## config.mk

```make
export PLATFORM = sky130hd
export DESIGN_NAME = retaddr_stack
export DESIGN_NICKNAME = d
export VERILOG_FILES = /design/src/rtl/rstk_pkg.sv /design/src/rtl/rstk_ctrl.sv /design/src/rtl/rstk_mem.sv /design/src/rtl/retaddr_stack.sv
export SDC_FILE = /design/constraint.sdc
export NUM_CORES = 1
export LEC_CHECK = 0
export BUFFER_PORTS_ARGS = -buffer_cell sky130_fd_sc_hd__buf_2
export CAP_MARGIN = 20
export CORE_ASPECT_RATIO = 0.6
export CORE_MARGIN = 1.5
export CORE_UTILIZATION = 25
export DETAILED_ROUTE_END_ITERATION = 12
export PLACE_DENSITY = 0.45
export SYNTH_ARGS = -nofsm -noshare
export SYNTH_HDL_FRONTEND = slang
export SYNTH_SLANG_ARGS = --single-unit
```

## constraint.sdc

```tcl
create_clock -name clk -period 3.6 [get_ports clk]
set_clock_uncertainty 0.05 [all_clocks]
set_input_delay 0.36 -clock clk [delete_from_list [all_inputs] [get_ports clk]]
set_output_delay 0.36 -clock clk [all_outputs]
set_load 0.02 [all_outputs]
```

## src/rtl/rstk_pkg.sv

```systemverilog
package rstk_pkg;
  localparam int unsigned STK_DEPTH = 16;
  localparam int unsigned STK_WIDTH = 16;

  typedef enum logic [1:0] {
    OP_IDLE = 2'd0,
    OP_PUSH = 2'd1,
    OP_POP  = 2'd2
  } stk_op_e;
endpackage

```

## src/rtl/rstk_ctrl.sv

```systemverilog
module rstk_ctrl
  import rstk_pkg::*;
#(
  parameter int unsigned DEPTH = STK_DEPTH,
  localparam int unsigned AW = $clog2(DEPTH)
) (
  input  logic          clk,
  input  logic          rst_n,
  input  stk_op_e       op_i,
  output logic [AW-1:0] ptr_o,
  output logic          avail_o
);
  localparam logic [AW-1:0] LAST = AW'(DEPTH - 1);
  localparam logic [AW-1:0] ONE  = AW'(1);

  logic [AW-1:0] ptr_q;
  logic          lock_q;

  always_ff @(posedge clk or negedge rst_n) begin
    if (!rst_n) begin
      ptr_q  <= '0;
      lock_q <= 1'b0;
    end else begin
      unique case (op_i)
        OP_PUSH: begin
          ptr_q <= ptr_q + ONE;
          if (ptr_q == LAST) lock_q <= 1'b1;
        end
        OP_POP:  ptr_q <= ptr_q - ONE;
        default: ;
      endcase
    end
  end

  assign ptr_o   = ptr_q;
  assign avail_o = (ptr_q != LAST) && !lock_q;

  AST_PUSH_ADVANCE: assert property (@(posedge clk) disable iff (!rst_n)
    op_i == OP_PUSH |=> (ptr_q - $past(ptr_q)) == ONE);
  AST_POP_RETREAT: assert property (@(posedge clk) disable iff (!rst_n)
    op_i == OP_POP |=> ($past(ptr_q) - ptr_q) == ONE);
  AST_LOCK_STICKY: assert property (@(posedge clk) disable iff (!rst_n)
    lock_q |=> lock_q);
  AST_ROLL_LOCKS: assert property (@(posedge clk) disable iff (!rst_n)
    (op_i == OP_PUSH && ptr_q == LAST) |=> (!avail_o && ptr_q == '0));
  AST_AVAIL_RETURN: assert property (@(posedge clk) disable iff (!rst_n)
    $rose(avail_o) |-> $past(op_i == OP_POP));
endmodule

```

## src/rtl/rstk_mem.sv

```systemverilog
module rstk_mem #(
  parameter int unsigned DEPTH = 16,
  parameter int unsigned WIDTH = 16,
  localparam int unsigned AW = $clog2(DEPTH)
) (
  input  logic             clk,
  input  logic             rst_n,
  input  logic             wr_en_i,
  input  logic [AW-1:0]    wr_idx_i,
  input  logic [WIDTH-1:0] wr_data_i,
  input  logic [AW-1:0]    rd_idx_i,
  output logic [WIDTH-1:0] rd_data_o
);
  logic [WIDTH-1:0] slot_q [DEPTH];

  always_ff @(posedge clk or negedge rst_n) begin
    if (!rst_n) begin
      for (int i = 0; i < int'(DEPTH); i++) slot_q[i] <= '0;
    end else if (wr_en_i) begin
      slot_q[wr_idx_i] <= wr_data_i;
    end
  end

  assign rd_data_o = slot_q[rd_idx_i];

  AST_WRITE_LANDS: assert property (@(posedge clk) disable iff (!rst_n)
    wr_en_i |=> slot_q[$past(wr_idx_i)] == $past(wr_data_i));
endmodule

```

## src/rtl/retaddr_stack.sv

```systemverilog
module retaddr_stack
  import rstk_pkg::*;
#(
  parameter int unsigned DEPTH = STK_DEPTH,
  parameter int unsigned WIDTH = STK_WIDTH
) (
  input  logic             clk,
  input  logic             rst_n,
  input  logic             push_i,
  input  logic             pop_i,
  input  logic [WIDTH-1:0] push_pc_i,
  output logic [WIDTH-1:0] top_pc_o,
  output logic             stk_avail_o
);
  localparam int unsigned AW = $clog2(DEPTH);

  stk_op_e       op;
  logic [AW-1:0] ptr;
  logic [AW-1:0] top_idx;

  // push has priority over a simultaneous pop
  always_comb begin
    if (push_i)     op = OP_PUSH;
    else if (pop_i) op = OP_POP;
    else            op = OP_IDLE;
  end

  assign top_idx = ptr - AW'(1);

  rstk_ctrl #(.DEPTH(DEPTH)) u_ctrl (
    .clk     (clk),
    .rst_n   (rst_n),
    .op_i    (op),
    .ptr_o   (ptr),
    .avail_o (stk_avail_o)
  );

  rstk_mem #(.DEPTH(DEPTH), .WIDTH(WIDTH)) u_mem (
    .clk       (clk),
    .rst_n     (rst_n),
    .wr_en_i   (op == OP_PUSH),
    .wr_idx_i  (ptr),
    .wr_data_i (push_pc_i),
    .rd_idx_i  (top_idx),
    .rd_data_o (top_pc_o)
  );

  AST_PUSH_WINS: assert property (@(posedge clk) disable iff (!rst_n)
    (push_i && pop_i) |=> top_pc_o == $past(push_pc_i));
endmodule

```

Word-level counts from Yosys, hierarchy flattened
Cells that the tools add are included.

Memories kept: 0. Flip-flop bits (word level): 261. Bits in writable memories: 0. Bits in latches: 0. Bits in read-only memories: 0. Logic and storage cells: 43. Input bits: 20. Output and inout port bits: 17.

Reduce and logical (&&, ||, !) cells: 5. $add $sub $neg: 2. Shift-type cells: 0. Bitwise logic cells: 2. Divide/modulo/power cells: 0. Mux-type cells: 9. $mul: 0. Equality and inequality tests: 4. Order comparisons: 3.

Operators by type and width (count): $bwmux W256 (1); $bmux W16 S4 (1); $demux W16 S4 (1); $mux W16 (3); $ge A5 B5 Y1 const B (2); $not A4 Y5 (2); $pmux W4 S2 (1); $lt A5 B1 Y1 const B (1); $add A4 B1 Y4 const B (1); $eq A4 B4 Y1 const B (1); $mux W2 (2); $ne A4 B4 Y1 const B (1); $sub A4 B1 Y4 const B (1); $eq A2 B1 Y1 const B (1); $eq A2 B2 Y1 const B (1); $logic_and A1 B1 Y1 (2); $reduce_and A2 Y1 (1); $reduce_bool A2 Y1 (1); $logic_not A1 Y1 (1).

Longest topological paths before layout
Gate-level depths: netlist of the first run.

Depth in word-level cells: 6. Depth in mapped cells: 10.

Modules after synthesis
A second synthesis of the first run with hierarchy kept.

Cell total of the unflattened synthesis: 754. Area, all modules: 11917.7 sq um.

Modules (own cells, without submodules): rstk_mem (area an instance 11502.3 sq um, cells an instance 711, instances 1); rstk_ctrl (area an instance 354.1 sq um, cells an instance 34, instances 1); retaddr_stack (area an instance 61.3 sq um, cells an instance 9, instances 1).

Worst setup path before layout of the first run
Ideal clock, no wire load.

Path type: register to output. Start: reg u_ctrl.ptr_q[0] (netlist: u_ctrl.ptr_o[0]). End: out top_pc_o[6]. Stages on the path, launching flop included: 11. Arrival: 2691 ps. Data required time: 3190 ps. Setup slack: 499 ps. Buffers on the path: 5. Path through: dfrtp_1 > buf_4 > buf_12 > buf_8 > inv_1 > ha_1 > buf_2 > inv_2 > buf_2 > mux4_2 > mux2i_1.

Cells in the longest elaborated chain, start to end: 5.

Ends and longest elaborated chain: from (decl) (RTL line rstk_ctrl.sv:16) `logic [AW-1:0] ptr_q;`; from (signal assigned) (RTL line rstk_ctrl.sv:26) `ptr_q <= ptr_q + ONE;`; from (signal assigned) (RTL line rstk_ctrl.sv:29) `OP_POP: ptr_q <= ptr_q - ONE;`; $sub A4 B1 Y4 (RTL line retaddr_stack.sv:28) `assign top_idx = ptr - AW'(1);`; net top_idx[0] (RTL line retaddr_stack.sv:19) `logic [AW-1:0] top_idx;`; $not A4 Y5 (not written as such) (RTL line rstk_mem.sv:24) `assign rd_data_o = slot_q[rd_idx_i];`; $bmux W16 S4 (RTL line rstk_mem.sv:24); $mux W16 (not written as such) (2 in series) (RTL line rstk_mem.sv:24); to (decl) (RTL line retaddr_stack.sv:12) `output logic [WIDTH-1:0] top_pc_o,`.

The timed path passes the listed nets, and every way through them passes these cells. The select of a mux whose other input is x is not followed.

Final worst setup path of the first run
Start: reg u_ctrl.ptr_q[0] (netlist: u_ctrl.ptr_o[0]). End: out top_pc_o[12].

Same word-level chain as after synthesis.

==> reports/results.tsv, run 1 <==
stage	metric	value	unit
yosys	synth_nets	791	
worst_setup_path	crit_path_start_kind	register	
floorplan	rows	62	
sta	finalMaxSlewViolations	0	
clock_tree	post_cts.repair.setup_buffers	0	
detailed_routing	routed_wirelength	31.9	mm
global_route	met3_usage	0.0281	
clock_tree	clkLatencyLatePin	0.54	ns
final_layout	stdcell_area	0.0141	mm2
power_and_ir_drop	p_int	9.53	mW
sta	period_utilization	0.954	
placed_design	hpwlAfterDp	19.9	mm
worst_setup_path	cp_max_fo	21	
sta	slew_headroom	0.434	
global_route	grt_max_degree	74	
placed_design	globalplace.congestion	0.693	
global_route	grt_usage	0.132	
final_layout	final-instance-count-excl-fill	1453	
yosys	synthesis.yosys.warnings	0	
global_route	groute.layer.met1.usage	0.208	
clock_tree	cts.sinks	261	
worst_setup_path	cpMaxStageDelayCell	sky130_fd_sc_hd__dfrtp_4	
worst_setup_path	setup_crit_path_kind	reg2out	
power_and_ir_drop	p_seq_frac	0.338	
power_and_ir_drop	leakage_power_of_the_design	6.09	nW
sta	setup_viol_count_final	0	
sta	worst_slew_pin_slew	0.849	ns
placed_design	place.detailed.instances	1402	
sta	finalWorstPathRequiredPeriod	3.44	ns
final_layout	final_net_count	816	
detailed_routing	drtIter0Drc	287	
yosys	cell_count_after_synthesis	766	
yosys	synth_area	0.0123	mm2
floorplan	floorplan.die.width	289	um
power_and_ir_drop	ir_drop	0.547	mV
detailed_routing	detail_route.first_pass.iterations	4	
placed_design	place_worst_setup_slack	0.649	ns
floorplan	dieArea	0.0506	mm2
yosys	ys_seq_elements	261	
worst_setup_path	max_stage_delay	0.43	ns
yosys	postSynth.asyncResetShare	1.00	
worst_setup_path	endpoint_kind	primary output	
sta	fin_tns_setup	0	ns
final_layout	post_route_cells_drive_above_1_share	0.502	
power_and_ir_drop	sw_frac_of_total	0.370	
global_route	grt_remaining_overflow	0	
sta	final.setup.worst_slack	0.165	ns
clock_tree	cts-root-buf	sky130_fd_sc_hd__clkbuf_16	
sta	achievable-frequency	291	MHz
worst_setup_path	path_cells	inv_1 -> ha_2 -> buf_4 -> mux4_2 -> mux2i_1 -> mux2i_1 -> buf_2	
floorplan	die_height	175	um
yosys	synth.avg_cell_area	16.1	um2
flow_run	max_cap_violations	0	
floorplan	core_area	0.0482	mm2
power_and_ir_drop	p_per_area	1070	mW/mm2
placed_design	place_area	0.0132	mm2
clock_tree	htreeDepth	1	
detailed_routing	route.vias.total	6616	
clock_tree	cts_buffers	26	
global_route	grt_pass1_vias	7085	
yosys	synth.yosys.seq_area_share	0.531	
worst_hold_path	holdCritPathClass	in2reg	
detailed_routing	number_of_drc_violations_after_detailed_routing	0	
sta	hold_viol	0	
yosys	synth-edff-count	0	
worst_setup_path	timing.critical_path.buf_inv	3	
yosys	synth.area.top_cells	sky130_fd_sc_hd__dfrtp_1, sky130_fd_sc_hd__mux2_2, sky130_fd_sc_hd__mux4_2	
detailed_routing	ant_nets	0	
worst_setup_path	cp_data_required_time	3.19	ns
yosys	synthDominantCellAreaShare	0.531	
power_and_ir_drop	power.combinational.fraction	0.474	
yosys	netlist.top_cell.by_area	sky130_fd_sc_hd__dfrtp_1	
yosys	synth_cell_types	29	
clock_tree	clock_tree_buffer_depth	3	
clock_tree	tritoncts	yes	
run_status	outcome	completed	
worst_setup_path	crit_family	multiplexers	
power_and_ir_drop	clockPowerShare	0.188	
sta	hold_ws	0.0838	ns
clock_tree	clk_transition_reported_paths	0.06	ns
sta	grt_setup_unrepaired	false	
worst_setup_path	crit_path_frequent_cell	sky130_fd_sc_hd__mux2i_1	
global_route	grt_antenna_before_repair	0	
global_route	grt_use_met2	0.185	
floorplan	ios	37	
placed_design	place.port_buffers	36	
final_layout	syn_to_final_growth	14.5	%
detailed_routing	detail_route.wl_per_cell	22.0	um
yosys	ys_dominant_reg_cell	sky130_fd_sc_hd__dfrtp_1	
power_and_ir_drop	switchingPower	5.59	mW
global_route	busiest_metal_layer_after_global_routing	met1	
floorplan	start_util	0.255	
worst_setup_path	critical_path_arrival	3.03	ns
detailed_routing	routed_via_density	4.55	
global_route	grt_pass1_wl	49.3	mm
## layer usage
layer | wire length (um) | part of all wire
met4 | 405 | 0.013
met3 | 1410 | 0.044
met5 | 0 | 0
met1 | 17100 | 0.53
met2 | 13000 | 0.41
## worst min-delay path: cells and delay by family
family        cells  cell delay [ns]
xor+xnor          1             0.12
buf+inv           1             0.08
simple gates      1             0.07
## stage by stage
stage | power, mW | util
6_report | 15.1 | 0.292
5_1_grt | 16.1 | 0.292
4_1_cts | 15.4 | 0.292
3_5_place_dp | 12.5 | 0.273
3_3_place_gp | 12.4 | 0.273
2_1_floorplan | 10.1 | -
## power groups by stage
| stage | sequential (mW) | clock [mW] | combinational [mW] |
|---|---|---|---|
| 6_report | 5.11 | 2.84 | 7.17 |
| 5_1_grt | 5.30 | 3.07 | 7.75 |
| 4_1_cts | 5.10 | 2.94 | 7.35 |
| 3_5_place_dp | 5.15 | 0 | 7.33 |
| 3_3_place_gp | 5.15 | 0 | 7.28 |
| 2_1_floorplan | 4.86 | 0 | 5.25 |
## cells in the final DEF (no fill, tap or decap), types with 8 or more instances in the layout
| cell | count |
|---|---|
| sky130_fd_sc_hd__mux2_2 | 235 |
| sky130_fd_sc_hd__nand3_4 | 8 |
| sky130_fd_sc_hd__dfrtp_1 | 260 |
| sky130_fd_sc_hd__clkbuf_16 | 27 |
| sky130_fd_sc_hd__mux2_1 | 21 |
| sky130_fd_sc_hd__mux4_2 | 48 |
| sky130_fd_sc_hd__mux2i_1 | 95 |
| sky130_fd_sc_hd__clkinv_2 | 9 |
| sky130_fd_sc_hd__buf_2 | 35 |
| sky130_fd_sc_hd__buf_4 | 14 |
## synth_stat cells, drive strengths merged (2+ instances only)
cell type and count:
dfrtp 261, and2 2, xnor2 3, buf 40, nor3 5, a21oi 2, nand3 12, nand2 4
clkbuf 19, inv 3, mux2 256, xor2 2, nor2b 3, ha 5, mux2i 96, mux4 48
## layout make-up
class | count | area [um2]
inverters | 3 | 12.5
multi-input cells | 443 | 5430
flip-flops and latches | 261 | 6540
well taps | 640 | 801
fillers | 4791 | 34100
diodes | 2 | 5.00
clock inverters | 13 | 123
clock buffers | 35 | 766
repair buffers | 56 | 405
## state kept, by name (all words and copies together), names as in the netlist
register / flops
u_mem.slot_q: 256
u_ctrl.ptr_o: 4
u_ctrl.lock_q: 1
## path summary, 6_finish.rpt
path | from | end | cells past startpoint | slack (ns)
min reg2reg | u_ctrl.lock_q | u_ctrl.lock_q | 1 | 0.42
max reg2reg | u_ctrl.ptr_o[0] | u_mem.slot_q[71] | 4 | 0.71
max | u_ctrl.ptr_o[0] | top_pc_o[12] | 7 | 0.16
min in group asynchronous | rst_n | u_mem.slot_q[50] | 2 | 0.32
min | pop_i | u_ctrl.ptr_o[0] | 3 | 0.08
max in group asynchronous | rst_n | u_mem.slot_q[71] | 3 | 2.30
## cell families after synthesis
group | count (synthesis) | share of synthesized area
AOI/OAI and AO/OA | 4 | 0.00224
and+or+nand+nor | 29 | 0.0250
buffers and inverters | 62 | 0.0311
adders and majority gates | 5 | 0.00509
muxes | 400 | 0.401
DFF | 261 | 0.531
xor gates and xnor gates | 5 | 0.00478
## repair_timing
item / in CTS / in global routing
setup endpoints to repair: 0 / 2
hold buffers: 1 / 0
hold endpoints to repair: 69 / 0
gates resized for setup: 0 / 2
No activity file was read; power rests on OpenSTA's default activity.
==> inputs of run 2 (changes only) <==
- CTS_BUF_LIST: not set -> sky130_fd_sc_hd__clkbuf_8 sky130_fd_sc_hd__clkbuf_16
==> reports/results.tsv, run 2 (synthesis results as in run 1) <==
stage	metric	value	unit	change
run_status	outcome	completed		unchanged
detailed_routing	routed_via_density	4.55		about the same
global_route	grt_remaining_overflow	0		unchanged
flow_run	max_cap_violations	0		unchanged
detailed_routing	route.vias.total	6610		was 6616
sta	period_utilization	0.954		about the same
sta	setup_viol_count_final	0		unchanged
floorplan	die_height	175	um	unchanged
clock_tree	cts-root-buf	sky130_fd_sc_hd__clkbuf_16		unchanged
final_layout	commonest_non_fill_non_tap_cells_in_the_layout	sky130_fd_sc_hd__dfrtp_1, sky130_fd_sc_hd__mux2_2, sky130_fd_sc_hd__mux2i_1, sky130_fd_sc_hd__mux4_2, sky130_fd_sc_hd__buf_2		unchanged
sta	fin_tns_setup	0	ns	unchanged
floorplan	floorplan.die.width	289	um	unchanged
global_route	grt_antenna_before_repair	0		unchanged
placed_design	globalplace.congestion	0.693		unchanged
power_and_ir_drop	sw_frac_of_total	0.370		about the same
clock_tree	clk_transition_reported_paths	0.06	ns	about the same
clock_tree	post_cts.repair.setup_buffers	0		unchanged
clock_tree	tritoncts	yes		unchanged
power_and_ir_drop	p_per_area	1070	mW/mm2	about the same
placed_design	place.port_buffers	36		unchanged
sta	finalWorstPathRequiredPeriod	3.43	ns	was 3.44 ns
final_layout	post_route_cells_drive_above_1_share	0.502		unchanged
placed_design	place_area	0.0132	mm2	unchanged
power_and_ir_drop	finalPower	15.1	mW	about the same
placed_design	place_worst_setup_slack	0.649	ns	unchanged
final_layout	final_net_count	816		unchanged
worst_setup_path	crit_path_start_kind	register		unchanged
sta	achievable-frequency	291	MHz	about the same
sta	slew_headroom	0.435		was 0.434
detailed_routing	ant_nets	0		unchanged
global_route	grt_pass1_wl	49.3	mm	unchanged
final_layout	syn_to_final_growth	14.5	%	unchanged
floorplan	core_area	0.0482	mm2	unchanged
power_and_ir_drop	clockPowerShare	0.188		about the same
detailed_routing	detail_route.wl_per_cell	22.0	um	about the same
detailed_routing	detail_route.first_pass.iterations	4		unchanged
power_and_ir_drop	switchingPower	5.59	mW	about the same
final_layout	stdcell_area	0.0141	mm2	unchanged
detailed_routing	routed_wirelength	31.9	mm	about the same
power_and_ir_drop	p_int	9.52	mW	was 9.53 mW
worst_hold_path	holdCritPathClass	in2reg		unchanged
sta	hold_viol	0		unchanged
sta	grt_setup_unrepaired	false		unchanged
power_and_ir_drop	leakage_power_of_the_design	6.09	nW	about the same
final_layout	largest_register_ff_count	256		unchanged
global_route	grt_max_degree	74		unchanged
sta	final.setup.worst_slack	0.165	ns	about the same
worst_setup_path	endpoint_kind	primary output		unchanged
worst_setup_path	cp_data_required_time	3.19	ns	about the same
clock_tree	clkLatencyLatePin	0.54	ns	about the same
power_and_ir_drop	p_seq_frac	0.338		about the same
global_route	grt_usage	0.132		unchanged
clock_tree	cts.sinks	261		unchanged
floorplan	ios	37		unchanged
sta	finalMaxSlewViolations	0		unchanged
detailed_routing	drtIter0Drc	287		unchanged
floorplan	rows	62		unchanged
power_and_ir_drop	ir_drop	0.547	mV	about the same
floorplan	dieArea	0.0506	mm2	unchanged
worst_setup_path	cp_max_fo	21		unchanged
final_layout	top_register	u_mem.slot_q		unchanged
final_layout	mostFrequentLayoutCell	sky130_fd_sc_hd__dfrtp_1		unchanged
sta	worst_slew_pin_slew	0.848	ns	was 0.849 ns
power_and_ir_drop	power.combinational.fraction	0.474		about the same
global_route	grt_pass1_vias	7085		unchanged
detailed_routing	number_of_drc_violations_after_detailed_routing	0		unchanged
placed_design	hpwlAfterDp	19.9	mm	unchanged
worst_setup_path	setup_crit_path_kind	reg2out		unchanged
floorplan	start_util	0.255		unchanged
clock_tree	htreeDepth	1		unchanged
clock_tree	cts_buffers	26		unchanged
clock_tree	clock_tree_buffer_depth	3		unchanged
worst_setup_path	critical_path_arrival	3.02	ns	was 3.03 ns
run 2: metrics by stage:
stage	std cells	hold WS (ns)	utilization
after detailed placement	1402	0.347	0.273
after floorplan	766	0.0144	-
after global placement	1402	0.348	0.273
after CTS	1451	0.0611	0.292
after global routing	1451	0.0881	0.292
final	1453	0.0838	0.292
run 2: final timing paths:
kind / from / endpoint / slack, ns / depth (start not counted)
max in group asynchronous: rst_n / u_mem.slot_q[71] / 2.31 / 3
max reg2reg: u_ctrl.ptr_o[0] / u_mem.slot_q[71] / 0.71 / 4
max: u_ctrl.ptr_o[0] / top_pc_o[12] / 0.17 / 7
min in group asynchronous: rst_n / u_mem.slot_q[50] / 0.32 / 2
min reg2reg: u_ctrl.lock_q / u_ctrl.lock_q / 0.42 / 1
min: pop_i / u_ctrl.ptr_o[0] / 0.08 / 3
run 2: final cells by class:
class                      count  area, um2
fill                        4791      34100
multi-input combinational    443       5430
clock inverter                15        130
tap                          640        801
inverter                       3       12.5
clock buffer                  33        758
timing repair buffer          56        405
sequential                   261       6540
antenna                        2       5.00
run 2: worst max-delay path: stages, from the launching register on:
cell and delay (ns):
sky130_fd_sc_hd__dfrtp_4 0.43, sky130_fd_sc_hd__inv_1 0.09, sky130_fd_sc_hd__ha_2 0.37, sky130_fd_sc_hd__buf_4 0.35, sky130_fd_sc_hd__mux4_2 0.37, sky130_fd_sc_hd__mux2i_1 0.39, sky130_fd_sc_hd__mux2i_1 0.24, sky130_fd_sc_hd__buf_2 0.21
run 2: metal layers:
layer / up-vias / track usage / part of all wire
li1: 2906 / - / -
met1: 3585 / 0.208 / 0.54
met2: 86 / 0.185 / 0.41
met3: 33 / 0.0281 / 0.044
met4: 0 / 0.0195 / 0.013
met5: - / 0 / 0
run 2: repair_timing:
| action | CTS | global route |
|---|---|---|
| endpoints found under the setup margin | 0 | 2 |
| hold buffers | 1 | 0 |
| hold endpoints to repair | 69 | 0 |
| resized for setup | 0 | 2 |
run 2: power groups by stage:
stage	Clock [mW]	Combinational [mW]	Sequential (mW)
2_1_floorplan	0	5.25	4.86
3_3_place_gp	0	7.28	5.15
3_5_place_dp	0	7.33	5.15
4_1_cts	2.93	7.35	5.10
5_1_grt	3.07	7.75	5.30
6_report	2.83	7.17	5.11
